File: src/rtl/xtrack_pkg.sv
package xtrack_pkg;
  typedef enum logic [1:0] {
    VD_CLEAN = 2'd0,
    VD_FIX   = 2'd1,
    VD_LOST  = 2'd2
  } verdict_e;
endpackage

File: src/rtl/xtrack_flag_judge.sv
module xtrack_flag_judge
  import xtrack_pkg::*;
#(
  parameter int N_TRK = 9
) (
  input  logic [N_TRK-1:0] flags,
  input  logic             fix_en,
  output verdict_e         verdict,
  output logic [N_TRK-1:0] fix_mask
);
  localparam int CW = $clog2(N_TRK + 1);

  logic [CW-1:0] flag_cnt;

  always_comb begin
    flag_cnt = '0;
    for (int i = 0; i < N_TRK; i++) begin
      flag_cnt = flag_cnt + CW'(flags[i]);
    end
  end

  always_comb begin
    if (!fix_en)                 verdict = VD_CLEAN;
    else if (flag_cnt == CW'(1)) verdict = VD_FIX;
    else if (flag_cnt != '0)     verdict = VD_LOST;
    else                         verdict = VD_CLEAN;
    fix_mask = (verdict == VD_FIX) ? flags : '0;
  end
endmodule

File: src/rtl/xtrack_bit_rebuild.sv
module xtrack_bit_rebuild #(
  parameter int N_TRK = 9
) (
  input  logic [N_TRK-1:0] bits,
  output logic [N_TRK-1:0] rebuilt
);
  logic syndrome;

  assign syndrome = ^bits;

  // removing a track's own bit from the total XOR leaves the XOR of the others
  for (genvar g = 0; g < N_TRK; g++) begin : g_trk
    assign rebuilt[g] = syndrome ^ bits[g];
  end
endmodule

File: src/rtl/xtrack_sat_ctr.sv
module xtrack_sat_ctr #(
  parameter int W = 16
) (
  input  logic         clk,
  input  logic         rst_n,
  input  logic         inc,
  output logic [W-1:0] cnt
);
  logic [W-1:0] cnt_d;
  logic         cnt_en;

  always_comb begin
    cnt_en = inc && (cnt != '1);
    cnt_d  = cnt + W'(1);
  end

  always_ff @(posedge clk or negedge rst_n) begin
    if (!rst_n)      cnt <= '0;
    else if (cnt_en) cnt <= cnt_d;
  end
endmodule

File: src/rtl/xtrack_fix.sv
module xtrack_fix
  import xtrack_pkg::*;
#(
  parameter int DATA_TRACKS = 8,
  parameter int BYTE_BITS   = 8,
  parameter int CNT_W       = 16
) (
  input  logic                   clk,
  input  logic                   rst_n,
  input  logic                   fix_en,
  input  logic                   byte_start,
  input  logic [DATA_TRACKS:0]   trk_in,
  output logic [DATA_TRACKS:0]   trk_out,
  output logic [CNT_W-1:0]       fixed_cnt,
  output logic [CNT_W-1:0]       lost_cnt
);
  localparam int N_TRK = DATA_TRACKS + 1;
  localparam int WIN_W = $clog2(BYTE_BITS + 1);

  // reset: asserted asynchronously, released on a clock edge
  logic [1:0] rst_pipe;
  logic       rst_int_n;

  always_ff @(posedge clk or negedge rst_n) begin
    if (!rst_n) rst_pipe <= '0;
    else        rst_pipe <= {rst_pipe[0], 1'b1};
  end
  assign rst_int_n = rst_pipe[1];

  verdict_e         verdict;
  logic [N_TRK-1:0] fix_mask;
  logic [N_TRK-1:0] rebuilt;

  xtrack_flag_judge #(.N_TRK(N_TRK)) u_judge (
    .flags    (trk_in),
    .fix_en   (fix_en),
    .verdict  (verdict),
    .fix_mask (fix_mask)
  );

  xtrack_bit_rebuild #(.N_TRK(N_TRK)) u_rebuild (
    .bits    (trk_in),
    .rebuilt (rebuilt)
  );

  // repair window state
  logic [WIN_W-1:0] win_cnt_q, win_cnt_d;
  logic [N_TRK-1:0] hold_mask_q, hold_mask_d;
  logic             win_en, win_active;
  logic [N_TRK-1:0] out_d;

  always_comb begin
    win_cnt_d   = win_cnt_q;
    hold_mask_d = hold_mask_q;
    win_en      = byte_start || (win_cnt_q != '0);
    win_active  = (win_cnt_q != '0) && !byte_start;
    if (byte_start) begin
      win_cnt_d   = WIN_W'(BYTE_BITS);
      hold_mask_d = fix_mask;
    end else if (win_cnt_q != '0) begin
      win_cnt_d = win_cnt_q - WIN_W'(1);
      if (win_cnt_q == WIN_W'(1)) hold_mask_d = '0;
    end
  end

  always_comb begin
    if (byte_start)
      out_d = trk_in & ~fix_mask;
    else if (win_active)
      out_d = (trk_in & ~hold_mask_q) | (rebuilt & hold_mask_q);
    else
      out_d = trk_in;
  end

  always_ff @(posedge clk or negedge rst_int_n) begin
    if (!rst_int_n) begin
      win_cnt_q   <= '0;
      hold_mask_q <= '0;
    end else if (win_en) begin
      win_cnt_q   <= win_cnt_d;
      hold_mask_q <= hold_mask_d;
    end
  end

  always_ff @(posedge clk or negedge rst_int_n) begin
    if (!rst_int_n) trk_out <= '0;
    else            trk_out <= out_d;
  end

  logic inc_fix, inc_lost;
  assign inc_fix  = byte_start && (verdict == VD_FIX);
  assign inc_lost = byte_start && (verdict == VD_LOST);

  xtrack_sat_ctr #(.W(CNT_W)) u_fix_ctr (
    .clk (clk), .rst_n (rst_int_n), .inc (inc_fix), .cnt (fixed_cnt)
  );

  xtrack_sat_ctr #(.W(CNT_W)) u_lost_ctr (
    .clk (clk), .rst_n (rst_int_n), .inc (inc_lost), .cnt (lost_cnt)
  );
endmodule

File: config.mk
export PLATFORM = sky130hd
export DESIGN_NAME = xtrack_fix
export DESIGN_NICKNAME = d
export VERILOG_FILES = /design/src/rtl/xtrack_pkg.sv /design/src/rtl/xtrack_flag_judge.sv /design/src/rtl/xtrack_bit_rebuild.sv /design/src/rtl/xtrack_sat_ctr.sv /design/src/rtl/xtrack_fix.sv
export SDC_FILE = /design/constraint.sdc
export NUM_CORES = 1
export LEC_CHECK = 0
export BUFFER_PORTS_ARGS = -buffer_cell sky130_fd_sc_hd__buf_2
export CAP_MARGIN = 20
export CORE_UTILIZATION = 50
export CTS_BUF_LIST = sky130_fd_sc_hd__clkbuf_4
export DETAILED_ROUTE_END_ITERATION = 16
export GPL_TIMING_DRIVEN = 0
export PLACE_DENSITY = 0.74
export SYNTH_ARGS = -nofsm -noshare
export SYNTH_HDL_FRONTEND = slang
export SYNTH_HIERARCHICAL = 1
export SYNTH_SLANG_ARGS = --single-unit
File: constraint.sdc
create_clock -name clk -period 1.8 [get_ports clk]
set_clock_uncertainty 0.05 [all_clocks]
set_input_delay 0.09 -clock clk [delete_from_list [all_inputs] [get_ports clk]]
set_output_delay 0.09 -clock clk [all_outputs]
set_load 0.1 [all_outputs]
==> flow_summary.json, run 1 <==
{
  "drv_cap": 0,
  "power_density_mw_per_mm2": 981,
  "seqCellArea_sq_mm": 0.00140,
  "min_to": "trk_out[0]$_DFF_PN0_",
  "htreeDepth": 2,
  "drv_slew": 0,
  "rows": 30,
  "crit_type": "input pin to flip-flop",
  "synth.most_common_cell": "dfrtp_1",
  "dp.final_hpwl_um": 5120,
  "fin_area_sq_mm": 0.00441,
  "status": "complete, but fails checks",
  "synth.avg_cell_area_sq_um": 12.1,
  "die-height_um": 85.8,
  "crit_required_ps": 2050,
  "hold_start": "trk_in[0]",
  "grt_util_met1_pct": 27.7,
  "synth.ff_latch_count": 56,
  "place_inst": 439,
  "yosysUniqueCellTypes": 57,
  "synth_edf_count": 0,
  "area_growth_pct": 25.5,
  "ios": 54,
  "hold_path.class": "input pin to flip-flop",
  "end_kind": "flip-flop",
  "p_leak_nw": 2.04,
  "drc": 1,
  "top_usage_layer": "met2",
  "multi_input_comb_area_sq_mm": 0.00216,
  "rr_endpoint": "u_lost_ctr/cnt[1]$_DFFE_PN0P_",
  "max_slew_margin_pct": 61.8,
  "clockBufferDepth": 2,
  "die_area_sq_mm": 0.00736,
  "synth_top_area_share_pct": 39.9,
  "ys_top_cells_by_count": "56 x dfrtp_1, 32 x xnor2_1, 16 x nand4_1, 12 x nand2_1, 12 x nor3b_2",
  "peakVddDrop_v": 0.000438,
  "postRouteAntennaNets": 0,
  "worst_pin_slew_ps": 572,
  "cts_root_buffer": "clkbuf_4",
  "overflow": 0,
  "syn_inst": 290,
  "numPortBuffers": 52,
  "grt_pass1_wl_um": 12100,
  "worst_r2r_startpoint": "u_lost_ctr/cnt[1]$_DFFE_PN0P_",
  "wl_per_cell_um": 15.5,
  "synth_seq_area_share_pct": 39.9,
  "cts_tree": "yes",
  "first_global_vias": 2532,
  "post-route-period-util_pct": 187,
  "r2r_setup_slack_ps": -40,
  "viasPerCell": 5.48,
  "gp_congestion": 0.793,
  "vias": 2577,
  "synth-async-reset-ratio_pct": 100,
  "final_cells": 470,
  "drt_first_pass_iters": 10,
  "placed_cell_area_sq_mm": 0.00399,
  "synth_flop_cell": "dfrtp_1",
  "grtUsageMet3_pct": 3.37,
  "ff2ff_path_depth": 4,
  "grt_use_met2_pct": 35.6,
  "diodes": 0,
  "clk_pin_slew_ps": 170,
  "worstPathArrival_ps": 3610,
  "syn-cell-area_sq_mm": 0.00351,
  "cp_max_fo": 4,
  "core_area_sq_mm": 0.00679,
  "drtIter0Drc": 68,
  "yosysWarnings": 6,
  "cts.sinks": 56,
  "clk_latency_ps": 390,
  "synthTopCellsByArea": "dfrtp_1 40%, xnor2_1 8.0%, nor3b_2 4.3%, fa_1 2.9%, nand4_1 2.9%",
  "fillers": 534,
  "grt_util_all_layers_pct": 20.9,
  "drive_gt1_share_pct": 44.7,
  "nNetsFinal": 398,
  "grt_antenna_before_repair": 0,
  "numCtsBuffers": 5,
  "holdPathStages": 3,
  "syn_nets": 315,
  "failed_checks": "DRC, setup timing",
  "grt_max_degree": 43,
  "p_total_w": 0.00432,
  "setup_viol": 50,
  "timing.final.ws_setup_ps": -1560,
  "cp-start-kind": "input pin",
  "timing.fmax_mhz": 298,
  "finalSetupTns_ps": -66270,
  "die_w_um": 85.8,
  "yosysTopAreaCell": "dfrtp_1",
  "post-place-ws_ps": -2160,
  "start_util_pct": 51.7,
  "rsz0062_at_grt": "true",
  "fin_crit_ps": 3360,
  "finalHoldViolations": 0,
  "wl_um": 7270
}
[power by group]
group	total [W]	switching, W	internal, W
Clock	0.000567	0.000411	0.000156
Combinational	0.00214	0.00140	0.000743
Sequential	0.00162	0.000205	0.00141
[how the worst max path moves through the flow]
stage	startpoint	end	slack [ps]	depth (start not counted)
6_report	trk_in[2]	u_fix_ctr/cnt[15]$_DFFE_PN0P_	-1560	17
5_1_grt	trk_in[2]	u_fix_ctr/cnt[15]$_DFFE_PN0P_	-1670	17
4_1_cts	trk_in[2]	u_lost_ctr/cnt[15]$_DFFE_PN0P_	-1630	17
3_5_place_dp	trk_in[0]	u_lost_ctr/cnt[15]$_DFFE_PN0P_	-2160	17
3_3_place_gp	trk_in[0]	u_lost_ctr/cnt[5]$_DFFE_PN0P_	-2110	17
2_1_floorplan	trk_in[0]	u_lost_ctr/cnt[15]$_DFFE_PN0P_	-1760	16
[per-layer routing]
| layer | share of wire (%) | vias to the layer above |
|---|---|---|
| met5 | 0 | - |
| met2 | 50 | 54 |
| met3 | 3.3 | 9 |
| met4 | 1.3 | 0 |
| li1 | - | 1244 |
| met1 | 45 | 1270 |
[kinds of logic after synthesis]
| family | Yosys count | share of synthesized area (%) |
|---|---|---|
| simple gates | 99 | 23.7 |
| flops | 56 | 39.9 |
| compound gates | 51 | 11.5 |
| xor+xnor | 43 | 12.7 |
| buf+inv | 17 | 2.46 |
| fa+ha+maj | 12 | 5.35 |
| mux | 11 | 4.17 |
| other cells | 1 | 0.107 |
[metrics by stage]
step                      util [%]  hold WS (ps)
after global routing          64.9          72.3
after global placement        58.3          -175
after detailed placement      58.7          -169
after floorplan                  -          -256
after CTS                     63.4          62.7
final                         64.9          76.5
[cells in the final DEF, fill, tap and decap left out, types with 3 or more instances in the layout]
cell,instances
nand4_1,16
fa_1,4
nor3b_1,3
ha_1,7
nand2_1,7
clkbuf_4,6
buf_2,49
nor2_2,3
a21oi_2,5
and4_4,4
buf_4,12
a21boi_1,8
nor2_4,4
nor4_4,4
nand3_1,9
buf_6,12
mux2_2,3
nor2_1,3
nor3_2,3
a31oi_1,6
xnor2_1,32
inv_1,5
nor3b_2,12
o21a_1,10
dfrtp_1,55
a22o_1,9
mux2_4,8
xor2_1,6
[flip-flops by register name, summed over array words and instances, names as in the netlist]
signal	flops
trk_out	9
u_fix_ctr/cnt	16
rst_pipe	2
win_cnt_q	4
u_lost_ctr/cnt	16
hold_mask_q	9
[what timing repair did]
action,CTS,global route
gates resized for setup,31,15
cloned,1,0
endpoints found under the setup margin,50,50
hold buffers,2,0
endpoints found under the hold margin,2,0
setup buffers,14,7
pin swaps,18,21
[critical path, stage by stage]
cell,delay (ps)
buf_8,80
inv_6,30
fa_1,540
inv_2,40
fa_1,490
fa_2,220
inv_2,40
fa_1,480
and4bb_1,210
a2bb2oi_2,70
buf_6,120
nor2_4,100
and3b_2,230
nand4_1,160
nor4_4,380
and4b_1,260
a21oi_2,60
[layout make-up]
type / instances / area share, %
inverters: 10 / 1.31
clock inverters: 3 / 0.483
flip-flops and latches: 56 / 31.8
multi-input cells: 217 / 49.1
clock buffers: 5 / 0.852
plain buffers: 7 / 1.11
repair buffers: 76 / 12.6
well taps: 96 / 2.73
Note: power is estimated with default switching activity, not from simulation.
==> run 2: changes to the inputs <==
--- a/config.mk
+++ b/config.mk
@@ -11,7 +11,7 @@
 export CTS_BUF_LIST = sky130_fd_sc_hd__clkbuf_4
 export DETAILED_ROUTE_END_ITERATION = 16
 export GPL_TIMING_DRIVEN = 0
-export PLACE_DENSITY = 0.74
+export PLACE_DENSITY = 0.72
 export SYNTH_ARGS = -nofsm -noshare
 export SYNTH_HDL_FRONTEND = slang
 export SYNTH_HIERARCHICAL = 1
==> run 2 against run 1 <==
The flow finishes with violations (setup timing). Sequential power barely moved. Clock power up 19%. Flip-flop and latch count unchanged. Die area did not move. First-iteration DRC count is 62% higher. Critical path depth is 1 higher. Utilization is 1.3 points higher. Worst hold slack gained 20 ps. Non-clock buffer count rose by 3. Largest cell class unchanged. Highest routed layer unchanged.
==> flow_summary.json, run 2 (synthesized netlist as in run 1, its figures left out) <==
{
  "top_regs": "u_fix_ctr/cnt (16), u_lost_ctr/cnt (16)",
  "grt_antenna_before_repair": 0,
  "hold_path.class": "input pin to flip-flop",
  "viasPerCell": 5.61,
  "start_util_pct": 51.7,
  "diodes": 0,
  "ios": 54,
  "crit_required_ps": 2030,
  "finalHoldViolations": 0,
  "cts_tree": "yes",
  "grt_max_degree": 37,
  "gp_congestion": 0.787,
  "worstPathArrival_ps": 3640,
  "p_comb_share_pct": 49.1,
  "drv_slew": 0,
  "finalSetupTns_ps": -71320,
  "numPortBuffers": 52,
  "fin_crit_ps": 3410,
  "post-route-period-util_pct": 190,
  "max_slew_margin_pct": 47.8,
  "place_inst": 439,
  "clk_latency_ps": 380,
  "grt_pass1_wl_um": 12200,
  "vias": 2654,
  "setup_viol": 50,
  "crit_type": "input pin to flip-flop",
  "failed_checks": "setup timing",
  "dp.final_hpwl_um": 5150,
  "cp-start-kind": "input pin",
  "drc": 0,
  "postRouteAntennaNets": 0,
  "drtIter0Drc": 110,
  "p_clk_share_pct": 14.9,
  "p_sw_w": 0.00203,
  "nNetsFinal": 401,
  "drv_cap": 0,
  "status": "complete, but fails checks",
  "drt_first_pass_iters": 4,
  "worst_pin_slew_ps": 781,
  "seqPwrFrac_pct": 36.0,
  "area_growth_pct": 28.0,
  "p_int_w": 0.00248,
  "numCtsBuffers": 5,
  "first_global_vias": 2489,
  "timing.fmax_mhz": 293,
  "rows": 30,
  "wl_um": 7410,
  "power_density_mw_per_mm2": 1000,
  "drive_gt1_share_pct": 44.6,
  "end_kind": "flip-flop",
  "htreeDepth": 2,
  "switching_share_pct": 45.0,
  "p_leak_nw": 2.12,
  "cp_max_fo": 4,
  "p_total_w": 0.00450,
  "rsz0062_at_grt": "true",
  "cts_root_buffer": "clkbuf_4",
  "layout_common_cells": "55 x dfrtp_1, 50 x buf_2, 32 x xnor2_1",
  "grt_util_all_layers_pct": 21.0,
  "wl_per_cell_um": 15.7,
  "final_cells": 473,
  "die_w_um": 85.8,
  "cts.sinks": 56,
  "final_common_cell": "dfrtp_1",
  "peakVddDrop_v": 0.000413,
  "clk_pin_slew_ps": 150,
  "core_area_sq_mm": 0.00679,
  "clockBufferDepth": 2,
  "die-height_um": 85.8,
  "overflow": 0,
  "die_area_sq_mm": 0.00736,
  "timing.final.ws_setup_ps": -1610
}
==> run 2: path summary, 6_finish.rpt <==
path | from | end | slack (ps) | depth (start not counted)
setup reg to reg | win_cnt_q[0]$_DFFE_PN0P_ | trk_out[3]$_DFF_PN0_ | 10 | 6
hold reg to reg | rst_pipe[1]$_DFF_PN0_ | win_cnt_q[2]$_DFFE_PN0P_ | 180 | 0
min in group asynchronous | rst_pipe[1]$_DFF_PN0_ | win_cnt_q[2]$_DFFE_PN0P_ | 180 | 0
hold / removal | trk_in[0] | trk_out[0]$_DFF_PN0_ | 100 | 3
setup / recovery | trk_in[2] | u_lost_ctr/cnt[5]$_DFFE_PN0P_ | -1610 | 18
max in group asynchronous | rst_pipe[1]$_DFF_PN0_ | hold_mask_q[8]$_DFFE_PN0P_ | 980 | 1
==> run 2: per-stage QoR <==
step                worst slack (ps)  area, sq um  hold slack (ps)  utilization [%]
floorplan                      -1760         3580             -256                -
global placement               -2100         3960             -175             58.3
detailed placement             -2180         3990             -174             58.7
CTS                            -1660         4370             71.6             64.3
global route                   -1730         4500             82.9             66.2
finish                         -1610         4500             96.6             66.2
==> run 2: worst max-delay path: stages <==
cell       delay [ps]
buf_8              80
inv_4              30
fa_1              550
inv_2              40
fa_1              450
fa_2              370
inv_2              70
fa_1              420
and4bb_1          210
a2bb2oi_2         170
and2_4            190
nand2_4            50
nor2_4            120
buf_6             130
and3_4            200
and4_4            260
o211ai_1           90
o21a_1            120
==> run 2: area by class of cell <==
cell class | instances | area, sq um
inverter | 10 | 55.1
fill | 506 | 2300
tap | 96 | 120
sequential | 56 | 1400
clock buffer | 5 | 37.5
clock inverter | 3 | 37.5
buffer | 7 | 48.8
timing repair buffer | 79 | 588
multi-input combinational | 217 | 2210
==> run 2: routing by layer <==
metal	GRT usage, %	wire [um]	share of wire [%]	vias to the layer above
li1	-	-	-	1249
met4	6.21	98	1.3	0
met1	27.8	3330	45	1349
met5	0	0	0	-
met2	36.3	3800	51	50
met3	2.79	176	2.4	6
==> run 2: timing repair <==
| action | in CTS | in global routing |
|---|---|---|
| resized for setup | 38 | 14 |
| hold buffers | 2 | 0 |
| setup endpoints to repair | 50 | 50 |
| gates cloned | 1 | 0 |
| buffers inserted | 15 | 11 |
| endpoints found under the hold margin | 2 | 0 |
| pin swaps | 22 | 23 |
==> run 2: power by group through the flow <==
stage / registers [W] / logic [W] / clock network [W]
2_1_floorplan: 0.00234 / 0.000864 / 0
3_3_place_gp: 0.00165 / 0.00186 / 0
3_5_place_dp: 0.00164 / 0.00192 / 0
4_1_cts: 0.00162 / 0.00214 / 0.000697
5_1_grt: 0.00165 / 0.00233 / 0.000751
6_report: 0.00162 / 0.00221 / 0.000672
